[src/rtl/blk_xfer_agen.sv]
module blk_xfer_agen #(
  parameter int AW = 32,
  parameter int NREG = 16,
  parameter int WORD_BYTES = 4,
  localparam int IW = $clog2(NREG),
  localparam int CW = $clog2(NREG + 1)
) (
  input  logic          clk,
  input  logic          rst_n,
  input  logic          start,
  input  logic [NREG-1:0] reg_mask,
  input  logic [AW-1:0] base_addr,
  input  logic [1:0]    addr_mode,
  input  logic          wb_en,
  input  logic          is_load,
  input  logic          user_req,
  output logic          busy,
  output logic          xfer_valid,
  input  logic          xfer_ready,
  output logic [AW-1:0] xfer_addr,
  output logic [IW-1:0] xfer_reg,
  output logic          xfer_last,
  output logic          done,
  output logic          wb_we,
  output logic [AW-1:0] wb_data,
  output logic          pc_load,
  output logic          user_bank,
  output logic          status_restore
);

  logic [NREG-1:0] rem;
  logic [AW-1:0]   cur_addr, end_val;
  logic            wb_flag;
  logic [CW-1:0]   cnt;
  logic [AW-1:0]   span, first_addr, next_end;
  logic [IW-1:0]   low_idx;
  logic            top_bit;

  always_comb begin
    cnt = '0;
    for (int i = 0; i < NREG; i++) cnt = cnt + CW'(reg_mask[i]);
  end

  assign span = AW'(cnt) * AW'(WORD_BYTES);

  always_comb begin
    unique case (addr_mode)
      2'd0: first_addr = base_addr;
      2'd1: first_addr = base_addr + AW'(WORD_BYTES);
      2'd2: first_addr = base_addr - span + AW'(WORD_BYTES);
      default: first_addr = base_addr - span;
    endcase
  end

  assign next_end = addr_mode[1] ? base_addr - span : base_addr + span;
  assign top_bit  = reg_mask[NREG-1];

  always_comb begin
    low_idx = '0;
    for (int i = NREG - 1; i >= 0; i--)
      if (rem[i]) low_idx = IW'(i);
  end

  assign xfer_valid = busy && (rem != '0);
  assign done       = busy && (rem == '0);
  assign xfer_addr  = cur_addr;
  assign xfer_reg   = low_idx;
  assign xfer_last  = xfer_valid && ((rem & (rem - 1'b1)) == '0);
  assign wb_we      = done && wb_flag;
  assign wb_data    = end_val;

  always_ff @(posedge clk or negedge rst_n) begin
    if (!rst_n) begin
      busy           <= 1'b0;
      rem            <= '0;
      cur_addr       <= '0;
      end_val        <= '0;
      wb_flag        <= 1'b0;
      pc_load        <= 1'b0;
      user_bank      <= 1'b0;
      status_restore <= 1'b0;
    end else if (!busy) begin
      if (start) begin
        busy           <= 1'b1;
        rem            <= reg_mask;
        cur_addr       <= first_addr;
        end_val        <= next_end;
        wb_flag        <= wb_en;
        pc_load        <= is_load && top_bit;
        user_bank      <= user_req && !(is_load && top_bit);
        status_restore <= user_req && is_load && top_bit;
      end
    end else if (done) begin
      busy <= 1'b0;
    end else if (xfer_ready) begin
      rem            <= rem & ~(NREG'(1) << low_idx);
      cur_addr       <= cur_addr + AW'(WORD_BYTES);
    end
  end

endmodule

[config.mk]
export PLATFORM = sky130hd
export DESIGN_NAME = blk_xfer_agen
export DESIGN_NICKNAME = d
export VERILOG_FILES = /design/src/rtl/blk_xfer_agen.sv
export SDC_FILE = /design/constraint.sdc
export NUM_CORES = 1
export LEC_CHECK = 0
export ABC_CLOCK_PERIOD_IN_PS = 4100
export CAP_MARGIN = 10
export CORE_MARGIN = 10
export CORE_UTILIZATION = 45
export DETAILED_ROUTE_END_ITERATION = 8
export HOLD_SLACK_MARGIN = 0.03
export PLACE_DENSITY_LB_ADDON = 0.08
export SLEW_MARGIN = 40
export SYNTH_ARGS = -nofsm -noshare
export SYNTH_HDL_FRONTEND = slang
export SYNTH_SLANG_ARGS = --single-unit
[constraint.sdc]
create_clock -name clk -period 4.1 [get_ports clk]
set_clock_uncertainty 0.2 [all_clocks]
set_input_delay 0.82 -clock clk [delete_from_list [all_inputs] [get_ports clk]]
set_output_delay 0.82 -clock clk [all_outputs]
set_load 0.005 [all_outputs]
==> results.cfg <==
[place]
hpwlAfterDp_mm = 24.1
placement.io_buffers = 132
detailedPlace.worstSlack_ps = -3360
gpl.final_weighted_congestion = 0.957

[sta]
final_max_slew_viol_count = 0
worst_slew_pin_slew_ps = 733
postLayoutSetupSlackWorst_ps = -2330
worst_slew_margin_rel = 0.505
finalHoldViolations = 0
setup_viol = 59
period_share = 1.57
tns_ps = -101250
max_freq_mhz = 156
post-route-min-period_ps = 6430
rsz0062_at_grt = true

[die]
floorplan.die.height_microns = 156
io-pin-count = 133
core_area_sq_um = 18000
row_count = 49
start_util = 0.460
dieWidth_microns = 156
die_area_sq_um = 24200

[job]
drv.max_cap_violation_count = 0

[pwr]
seqPwrFrac = 0.151
pwr-share-clk = 0.125
power.density_cell_area_nw_per_um2 = 502
p_int_mw = 3.91
max-vdd-ir-drop_v = 0.000488
power_leakage_nw = 5.55
power_switching_mw = 2.89
p_comb_frac = 0.723
power_mw = 6.80
power_switching_share = 0.425

[final_layout]
finish.net_count = 1521
layout_commonest_cell = buf_4
antenna-diode-count = 0
most-common-layout-cells = 202 x buf_4, 135 x nand2_1, 122 x clkdlybuf4s50_1
area_growth_pct = 63.4
final_layout_size_suffix_gt1_frac = 0.356
final_util = 0.751
final.fill_count = 1266

[clock_tree]
path_clk_slew_ps = 70
numCtsBuffers = 9
cts.root.buffer_cell = clkbuf_16
cts.sinks = 85
cts-htree-levels = 3
tritoncts = yes
worst_skew_pair.late_latency_ps = 350
holdBufCountCts = 0
cts_buffer_depth = 2

[global_routing]
grt_pass1_wl_mm = 52.2
first_global_vias = 9420
grt_start_max_net_pins = 80
grt_antenna_before_repair = 0
grt_overflow = 0
grt.total_usage = 0.264

[logic_synthesis]
largest_cells_by_area_after_synthesis = dfrtp_1 26%, nand2_1 6.8%, xor2_1 5.3%
synth_top_area_frac = 0.257
synth-async-reset-ratio = 1.00
synthesis.instances = 1099
syn-num-nets = 1189
synth.yosys.seq_area_share = 0.257
ys_ff_latch = 85
yosysUniqueCellTypes = 72
avgSynthCellArea_sq_um = 7.54
yosysTopAreaCell = dfrtp_1
synthesis.yosys.warnings = 0
mappedNetlistArea_sq_um = 8290
ys_dominant_reg_cell = dfrtp_1
synth-edff-count = 0

[drt]
vias = 10100
drt_first_iter_violations = 807
remaining_drcs = 0
drt.antenna.violating_nets = 0
wl_met3_mm = 3.17
route.final.wire_length_mm = 34.3
drt_pre_antenna_iters = 8
detailroute.wirelength.met2_mm = 15.3
viasPerCell = 6.06
routedWlPerCell_microns = 20.6
routed.top_layer = met4
drt-met1-wl_mm = 15.0

[worst_setup_path]
cp-end-kind = flop
worst_ep_arrival_time_ps = 6490
worstPathMaxFanout = 5
timing.setup.critical_path_class = input pin to flop
worst_setup_path_start_kind = input pin
beginning_of_the_critical_path = reg_mask[13]
reg2reg_depth = 9
worstSetupEndpoint = xfer_addr[31]$_DFFE_PN0P_
rr_startpoint = rem[10]$_DFFE_PN0P_
worst_r2r_endpoint = xfer_addr[11]$_DFFE_PN0P_
reg2reg_slack_ps = 860
crit_required_ps = 4160

[worst_hold_path]
holdCritPathClass = input pin to async pin

[status]
outcome = finished with violations
violations_in_the_final_reports = setup timing
worst max-delay path, stage by stage:
cell and delay, ps:
buf_4 120, inv_8 30, fa_1 470, fa_1 530, fa_2 450, fa_1 520
inv_2 60, ha_4 160, fa_2 370, a21o_1 170, and2_4 170, ha_4 300
nand2b_4 140, nand2_2 70, buf_4 200, or4_4 470, a22oi_2 250, o2111ai_4 180
nor4_4 440, nand4b_1 190, xnor2_1 160, o31ai_1 200
power by group through the flow:
stage / Sequential, mW / Combinational (mW) / Clock, mW
floorplan: 0.992 / 1.93 / 0
CTS: 1.02 / 4.39 / 0.863
global placement: 1.04 / 3.18 / 0
global route: 1.04 / 5.19 / 0.888
detailed placement: 1.04 / 3.24 / 0
finish: 1.03 / 4.92 / 0.851
cell type report:
class | instances | area, sq um | share of cell area
clock buffer | 11 | 243 | 0.0179
multi-input combinational | 888 | 7060 | 0.521
sequential | 85 | 2130 | 0.157
tap | 229 | 287 | 0.0212
inverter | 49 | 199 | 0.0147
timing repair buffer | 398 | 3570 | 0.264
clock inverter | 5 | 57.6 | 0.00425
cells by family (layout without fill, tap and decap cells):
kind of cell	count (synthesis)	after routing	share of synthesized area
flops	85	85	0.257
compound gates	321	321	0.257
xor+xnor	88	88	0.0930
fa+ha+maj	35	35	0.0631
mux	7	7	0.00861
simple gates	437	437	0.261
buf+inv	126	463	0.0601
per-layer routing:
metal / GRT usage / vias up
met5: 0 / -
met4: 0.0771 / 0
met3: 0.0507 / 71
met2: 0.392 / 549
met1: 0.381 / 4764
li1: - / 4708
sequential cells by signal (all words and copies together), names as in the netlist:
register        flops
busy                1
pc_load             1
rem                16
status_restore      1
user_bank           1
wb_data            32
wb_flag             1
xfer_addr          32
worst min path at each step:
| stage | startpoint | to | slack (ps) | depth (start not counted) |
|---|---|---|---|---|
| after CTS | user_bank$_DFFE_PN0P_ | user_bank$_DFFE_PN0P_ | 270 | 2 |
| final | rst_n | xfer_addr[10]$_DFFE_PN0P_ | 270 | 1 |
| after global routing | user_bank$_DFFE_PN0P_ | user_bank$_DFFE_PN0P_ | 290 | 2 |
| after floorplan | wb_flag$_DFFE_PN0P_ | wb_flag$_DFFE_PN0P_ | 240 | 2 |
| after global placement | user_bank$_DFFE_PN0P_ | user_bank$_DFFE_PN0P_ | 250 | 2 |
| after detailed placement | user_bank$_DFFE_PN0P_ | user_bank$_DFFE_PN0P_ | 260 | 2 |
synth_stat cells (11+ instances only):
cell,count
a221oi_1,16
and3_1,15
clkbuf_1,65
xor2_1,50
nand4_1,16
o31ai_1,19
a21oi_1,64
or4_1,11
o21ai_0,83
a211oi_1,17
nand2_1,151
inv_1,46
nand3_1,37
fa_1,12
xnor2_1,38
a22oi_1,18
a21o_1,13
and2_1,15
a31oi_1,15
ha_1,21
nor2_1,80
dfrtp_1,85
nor4_1,28
nor3_1,38
repair_timing:
item	CTS	global route
resized for setup	251	95
cloned	0	0
endpoints found under the setup margin	60	59
buffers inserted	25	25
pin swaps	100	94
stage by stage:
stage	cell area, sq um	hold WS, ps	cells
finish	13500	268	1665
global route	13500	295	1665
CTS	13000	273	1647
detailed placement	11600	257	1608
global placement	11600	249	1608
floorplan	8670	237	1099
Power figures use the tool's default switching activity.
